[config.mk]
export PLATFORM = sky130hd
export DESIGN_NAME = pkt_commit_fifo
export DESIGN_NICKNAME = d
export VERILOG_FILES = /design/src/rtl/pcf_pkg.sv /design/src/rtl/pcf_store.sv /design/src/rtl/pcf_wr_ctrl.sv /design/src/rtl/pcf_rd_ctrl.sv /design/src/rtl/pkt_commit_fifo.sv
export SDC_FILE = /design/constraint.sdc
export NUM_CORES = 1
export LEC_CHECK = 0
export ABC_CLOCK_PERIOD_IN_PS = 4100
export BUFFER_PORTS_ARGS = -buffer_cell sky130_fd_sc_hd__buf_2
export CAP_MARGIN = 30
export CORE_MARGIN = 2
export CORE_UTILIZATION = 50
export DETAILED_ROUTE_END_ITERATION = 7
export GPL_TIMING_DRIVEN = 0
export HOLD_SLACK_MARGIN = 0.15
export MAX_ROUTING_LAYER = met4
export PLACE_DENSITY = 0.69
export SLEW_MARGIN = 20
export SYNTH_ARGS = -nofsm -noshare
export SYNTH_HDL_FRONTEND = slang
export SYNTH_SLANG_ARGS = --single-unit
[constraint.sdc]
create_clock -name clk -period 4.1 [get_ports clk]
set_input_delay 0.41 -clock clk [delete_from_list [all_inputs] [get_ports clk]]
set_output_delay 0.41 -clock clk [all_outputs]
set_load 0.1 [all_outputs]
[src/rtl/pcf_pkg.sv]
package pcf_pkg;
  // Distance from b forward to a on a wrapping counter of pw bits.
  function automatic int unsigned span(input int unsigned a, input int unsigned b,
                                       input int unsigned pw);
    int unsigned m;
    m = (32'd1 << pw) - 32'd1;
    return (a - b) & m;
  endfunction

  // The slot index that a pointer addresses, with its wrap bit removed.
  function automatic int unsigned slot(input int unsigned p, input int unsigned aw);
    return p & ((32'd1 << aw) - 32'd1);
  endfunction
endpackage

[src/rtl/pcf_store.sv]
module pcf_store #(
  parameter int DATA_W = 8,
  parameter int ADDR_W = 3
) (
  input  logic              clk,
  input  logic              we,
  input  logic [ADDR_W-1:0] waddr,
  input  logic [DATA_W-1:0] wdata,
  input  logic              re,
  input  logic [ADDR_W-1:0] raddr,
  output logic [DATA_W-1:0] rdata
);
  localparam int DEPTH = 1 << ADDR_W;

  logic [DATA_W-1:0] cells [DEPTH];

  always_ff @(posedge clk) begin
    if (we) cells[waddr] <= wdata;
    if (re) rdata <= cells[raddr];
  end
endmodule

[src/rtl/pcf_wr_ctrl.sv]
module pcf_wr_ctrl
  import pcf_pkg::*;
#(
  parameter int ADDR_W = 3
) (
  input  logic            clk,
  input  logic            rst,
  input  logic            wr_en,
  input  logic            wr_commit,
  input  logic [ADDR_W:0] rd_ptr,
  output logic [ADDR_W:0] live_ptr,
  output logic [ADDR_W:0] pub_ptr,
  output logic            full,
  output logic            wr_take,
  output logic            wr_err
);
  localparam int PW    = ADDR_W + 1;
  localparam int DEPTH = 1 << ADDR_W;

  assign full    = (span(32'(live_ptr), 32'(rd_ptr), PW) == DEPTH);
  assign wr_take = wr_en & ~full;

  always_ff @(posedge clk or posedge rst) begin
    if (rst) begin
      live_ptr <= '0;
      pub_ptr  <= '0;
      wr_err   <= 1'b0;
    end else begin
      wr_err <= wr_en & full;
      if (wr_take) begin
        live_ptr <= live_ptr + 1'b1;
        if (wr_commit) pub_ptr <= live_ptr + 1'b1;
      end
    end
  end
endmodule

[src/rtl/pcf_rd_ctrl.sv]
module pcf_rd_ctrl
  import pcf_pkg::*;
#(
  parameter int ADDR_W = 3
) (
  input  logic            clk,
  input  logic            rst,
  input  logic            rd_en,
  input  logic [ADDR_W:0] pub_ptr,
  output logic [ADDR_W:0] rd_ptr,
  output logic            empty,
  output logic            rd_take,
  output logic            rd_valid,
  output logic            rd_err,
  output logic [ADDR_W:0] ready_words
);
  localparam int PW = ADDR_W + 1;

  assign ready_words = PW'(span(32'(pub_ptr), 32'(rd_ptr), PW));
  assign empty       = (pub_ptr == rd_ptr);
  assign rd_take     = rd_en & ~empty;

  always_ff @(posedge clk or posedge rst) begin
    if (rst) begin
      rd_ptr   <= '0;
      rd_valid <= 1'b0;
      rd_err   <= 1'b0;
    end else begin
      rd_valid <= rd_take;
      rd_err   <= rd_en & empty;
      if (rd_take) rd_ptr <= rd_ptr + 1'b1;
    end
  end
endmodule

[src/rtl/pkt_commit_fifo.sv]
module pkt_commit_fifo #(
  parameter int DATA_W = 8,
  parameter int ADDR_W = 3
) (
  input  logic              clk,
  input  logic              rst,
  input  logic              wr_en,
  input  logic              wr_commit,
  input  logic [DATA_W-1:0] wr_data,
  input  logic              rd_en,
  output logic [DATA_W-1:0] rd_data,
  output logic              rd_valid,
  output logic              empty,
  output logic              full,
  output logic [ADDR_W:0]   ready_words,
  output logic              wr_err,
  output logic              rd_err
);
  logic [ADDR_W:0] live_ptr;
  logic [ADDR_W:0] pub_ptr;
  logic [ADDR_W:0] rd_ptr;
  logic            wr_take;
  logic            rd_take;

  pcf_wr_ctrl #(.ADDR_W(ADDR_W)) wr_i (
    .clk(clk), .rst(rst), .wr_en(wr_en), .wr_commit(wr_commit), .rd_ptr(rd_ptr),
    .live_ptr(live_ptr), .pub_ptr(pub_ptr), .full(full), .wr_take(wr_take),
    .wr_err(wr_err)
  );

  pcf_rd_ctrl #(.ADDR_W(ADDR_W)) rd_i (
    .clk(clk), .rst(rst), .rd_en(rd_en), .pub_ptr(pub_ptr), .rd_ptr(rd_ptr),
    .empty(empty), .rd_take(rd_take), .rd_valid(rd_valid), .rd_err(rd_err),
    .ready_words(ready_words)
  );

  pcf_store #(.DATA_W(DATA_W), .ADDR_W(ADDR_W)) mem_i (
    .clk(clk), .we(wr_take), .waddr(live_ptr[ADDR_W-1:0]), .wdata(wr_data),
    .re(rd_take), .raddr(rd_ptr[ADDR_W-1:0]), .rdata(rd_data)
  );
endmodule

* Word level (Yosys, flattened, before mapping) *
Memory sizes are Yosys's and may differ from the RTL's. A register that Yosys moved wholly into a read port is not among the register bits.
Cells that the tools add are included.

word-level totals
  register bits after elaboration = 15
  latch bits = 0
  bits in writable memories = 64
  ROM bits = 0
  input port bits = 13
  output and inout port bits = 17
  memories = 1

operators by class
  $add $sub $neg = 4
  $mul = 0
  div/mod/pow operators = 0
  $lt $le $gt $ge = 0
  equal/unequal tests = 2
  shift operators = 0
  mux-type cells = 2
  bitwise operators = 6
  reductions and logical operators = 1

memory list
  memory       words  width  rd ports  clocked after memory_dff  wr ports  RTL line         source
  mem_i.cells  8      8      1         1                         1         pcf_store.sv:15  logic [DATA_W-1:0] cells [DEPTH];

operators with widths
  operator                                      count
  adder 4 x 1 -> 4 bit (second input constant)  2
  subtractor 4 bit                              2
  bitwise AND 1 bit                             4
  equality test 4 bit                           1
  equality test 4 bit (second input constant)   1
  two-way mux 1 bit                             2
  inverter 1 bit                                2
  AND reduction 2 bit                           1

* Depth between registers and ports, before layout *
  depth in word-level cells = 6
  mapped depth = 10
  depth with buffers taken out = 7

* Modules after synthesis *
From an unflattened synthesis, not the netlist that was laid out.

second synthesis, totals
  cell total of the unflattened synthesis = 200
  area total of the unflattened synthesis = 3716.1 µm²

modules (own cells, without submodules)
  module       times used  cells an instance  area each (µm²)  sequential area each (µm²)
  pcf_store    1           114                2771.4           2162.1
  pcf_wr_ctrl  1           49                 560.5            225.2
  pcf_rd_ctrl  1           37                 384.1            150.1

* Worst setup path after synthesis *
No wires, ideal clock.

  path type = register -> register
  start point = register rd_i.rd_ptr[1]
  end point = memory mem_i.cells[7][0], enable pin
  setup time = 386 ps
  arrival time = 3838 ps
  data required time = 3714 ps
  setup slack = -124 ps
  cell stages (with the launch flop) = 9
  clock period less this slack = 4224 ps
  cells stage by stage = dfrtp_1 -> clkbuf_1 -> clkbuf_1 -> inv_1 -> ha_1 -> and3b_1 -> or3_1 -> a211oi_2 -> nor2_1

on the way
  word-level cells in the longest chain between the ends = 6

RTL lines
  what                                     RTL line               source
  start, declared                          pcf_rd_ctrl.sv:10      output logic [ADDR_W:0] rd_ptr,
  start signal, assigned                   pcf_rd_ctrl.sv:31      if (rd_take) rd_ptr <= rd_ptr + 1'b1;
  subtractor 4 bit                         pcf_pkg.sv:7           return (a - b) & m;
  equality test 4 bit                      pcf_wr_ctrl.sv:20      assign full = (span(32'(live_ptr), 32'(rd_ptr), PW) == DEPTH);
  via full                                 pkt_commit_fifo.sv:14  output logic full,
  inverter 1 bit                           pcf_wr_ctrl.sv:21      assign wr_take = wr_en & ~full;
  bitwise AND 1 bit                        pcf_wr_ctrl.sv:21
  two-way mux 1 bit                        pcf_store.sv:18        if (we) cells[waddr] <= wdata;
  two-way mux 1 bit (implied by the code)  pcf_store.sv:18
  end, declared                            pcf_store.sv:15

The timed path passes the listed nets, and every way through them passes these cells.

* Worst setup path in the final report *
  start point = register rd_i.rd_ptr[1]
  end point = output port full

on the way
  word-level cells in the longest chain between the ends = 2

RTL lines
  what                 RTL line
  subtractor 4 bit     pcf_pkg.sv:7
  equality test 4 bit  pcf_wr_ctrl.sv:20
  end, declared        pkt_commit_fifo.sv:14

No other way between the ends.

==> results.sh <==
export IMPL_grt_antenna_before_repair=0
export IMPL_top_level_ports=30
export IMPL_start_util_pct=52.2
export IMPL_max_cap_violations=0
export IMPL_min_period_ps=3780
export IMPL_place_inst=343
export IMPL_globalplace_congestion=0.845
export IMPL_nets=281
export IMPL_ys_flop_type="edfxtp_1"
export IMPL_ys_seq_area_share_pct=70.8
export IMPL_yosysUniqueCellTypes=34
export IMPL_first_iter_violations=217
export IMPL_clk_insertion_delay_late_ps=350
export IMPL_worstPathCellList="clkbuf_2 -> clkbuf_2 -> inv_1 -> ha_1 -> and3b_1 -> or3_1 -> a211oi_4 -> buf_2"
export IMPL_hold_viol=0
export IMPL_tightest_slew_ps=869
export IMPL_clkSinkCount=87
export IMPL_ys_seq_elements=87
export IMPL_ant_nets=0
export IMPL_h_tree_depth=3
export IMPL_yosysWarningCount=0
export IMPL_rows=30
export IMPL_finClkSkew_ps=8.50
export IMPL_root_buffer="clkbuf_8"
export IMPL_core_region_area_um2=6870
export IMPL_viasPerCell=5.20
export IMPL_grt_usage_pct=19.5
export IMPL_synth_top_area_share_pct=60.3
export IMPL_crit_fanout=10
export IMPL_setup_viol=0
export IMPL_fin_util_pct=60.1
export IMPL_synth_largest_area_cell="edfxtp_1"
export IMPL_drive_gt1_share_pct=30.3
export IMPL_grt_pass1_vias=1882
export IMPL_fp_dieW_um=88.7
export IMPL_crit_path_start_kind="flip-flop"
export IMPL_synth_cells=213
export IMPL_path_clk_slew_ps=90
export IMPL_cp_required_ps=3690
export IMPL_grt_max_degree=17
export IMPL_rsz0062_at_grt="false"
export IMPL_cts_buffers=9
export IMPL_timing_final_crit_share_pct=92.1
export IMPL_synth_area_top_cells="edfxtp_1, dfrtp_1, mux4_2"
export IMPL_wirelength_um=6630
export IMPL_path_class="flip-flop to output pin"
export IMPL_syn_area_um2=3580
export IMPL_cts_tree="done"
export IMPL_fmax_ghz=0.265
export IMPL_drv_slew=0
export IMPL_cp_arrival_ps=3370
export IMPL_cts_buffer_depth=2
export IMPL_antennaDiodeCount=0
export IMPL_hp_class="input pin to flip-flop"
export IMPL_crit_family="buffers and inverters"
export IMPL_die_h_um=88.7
export IMPL_cp_num_buf_inv=4
export IMPL_critical_path_slowest_cell="buf_2"
export IMPL_first_pass_iters=4
export IMPL_overflow=0
export IMPL_dp_hpwl_um=4480
export IMPL_cp_common_cell="clkbuf_2"
export IMPL_grt_pass1_wl_um=10500
export IMPL_wire_per_inst_um=18.4
export IMPL_yosys_top_cells_count="edfxtp_1, nand2_1, mux4_2, dfrtp_1"
export IMPL_run_status="finished, final reports clean"
export IMPL_drc=0
export IMPL_slowest_delay_ps=490
export IMPL_synth_edf_count=72
export IMPL_numPortBuffers=29
export IMPL_syn_nets=235
export IMPL_area_delta_synth_final_pct=15.2
export IMPL_cp_end_kind="output pin"
export IMPL_avgSynthCellArea_um2=16.8
export IMPL_via_count=1873
export IMPL_max_slew_margin_rel_pct=41.9
export IMPL_synth_most_common_cell="edfxtp_1"
export IMPL_die_area_um2=7860
export IMPL_fin_cells=360
export IMPL_asyncSetResetFlopFracSynth_pct=17.2
-- cell families (layout without fill, tap and decap cells) --
family          after synthesis  in the layout  share of synthesized area, %
compound gates                7              7                          1.47
flops                        87             87                          70.8
buf+inv                      19             70                          2.16
xor+xnor                     13             13                          3.18
mux                          21             21                          11.6
fa+ha+maj                     9              9                          3.35
simple gates                 57             57                          7.44
-- worst paths after layout --
kind / from / end / slack (ps) / cells past startpoint
max: rd_i.rd_ptr[1] / full / 320 / 8
min: rd_en / rd_i.rd_err / 270 / 2
max reg2reg: rd_i.rd_ptr[1] / mem_i.cells[4][5] / 410 / 11
min reg2reg: wr_i.pub_ptr[2] / wr_i.pub_ptr[2] / 530 / 1
max in group asynchronous: rst / rd_i.rd_ptr[2] / 3050 / 3
min in group asynchronous: rst / rd_i.rd_err / 670 / 3
-- through the flow --
step | setup slack [ps] | setup TNS (ps) | hold slack [ps] | instance area [um^2]
global placement | -1030 | -35470 | 504 | 3860
finish | 323 | 0 | 274 | 4130
detailed placement | -93.4 | -807 | 490 | 3930
CTS | 53.9 | 0 | 271 | 4120
floorplan | 154 | 0 | 311 | 3590
global route | 157 | 0 | 275 | 4130
-- worst reg2reg max path, cell delays in order (launching register included) --
cell      delay (ps)
dfrtp_1          410
clkbuf_2         310
clkbuf_2         370
inv_1            150
ha_1             320
and3b_1          190
o21ai_0          300
a211oi_4         140
nand2b_1         160
buf_4            180
nor4b_2          610
buf_4            270
-- what timing repair did --
action | 4_1_cts | 5_1_grt
resized for setup | 1 | 3
pin swaps | 0 | 0
endpoints found under the hold margin | 15 | 0
gates cloned | 0 | 0
setup buffers | 0 | 0
hold buffers | 1 | 0
endpoints found under the setup margin | 26 | 18
-- final cells by class --
class	instances	area, um^2
multi-input combinational	107	1020
clock buffer	9	124
tap	96	120
clock inverter	7	53.8
inverter	9	33.8
timing repair buffer	35	193
buffer	10	46.3
sequential	87	2540
fill	534	2740
-- per-layer routing --
layer  GRT usage, %  vias to the layer above  share of wire [%]
met4           7.02                        0                1.7
met2           29.5                       46                 48
li1               -                      884                  -
met5              -                        -                  0
met3           3.64                       10                3.2
met1           26.7                      933                 47
-- cells in the final DEF, fill, tap and decap left out, types with 2 or more instances in the layout --
| cell | instances |
|---|---|
| xor2_1 | 5 |
| and2_1 | 2 |
| mux4_2 | 16 |
| nor2b_1 | 2 |
| nand3_1 | 3 |
| mux2_2 | 3 |
| edfxtp_1 | 72 |
| nor3_2 | 2 |
| xnor2_1 | 8 |
| nand2_1 | 30 |
| nor4_2 | 2 |
| ha_1 | 8 |
| a21o_1 | 2 |
| clkinvlp_4 | 2 |
| nor3_1 | 2 |
| clkbuf_1 | 4 |
| clkbuf_2 | 2 |
| nand4_1 | 2 |
| inv_6 | 4 |
| nor2_1 | 6 |
| o21ai_0 | 2 |
| inv_1 | 8 |
| buf_4 | 6 |
| dfrtp_1 | 15 |
| buf_2 | 31 |
| clkinv_1 | 2 |
| clkbuf_8 | 9 |
-- state kept, by name (all words and copies together), names as in the netlist --
signal and cells:
wr_i.wr_err 1, mem_i.rdata 8, rd_i.rd_valid 1, wr_i.pub_ptr 4
wr_i.live_ptr 4, mem_i.cells 64, rd_i.rd_err 1, rd_i.rd_ptr 4
Power is not shown: default switching activity piles up to over one toggle a cycle in this logic, so the estimate is an artifact.
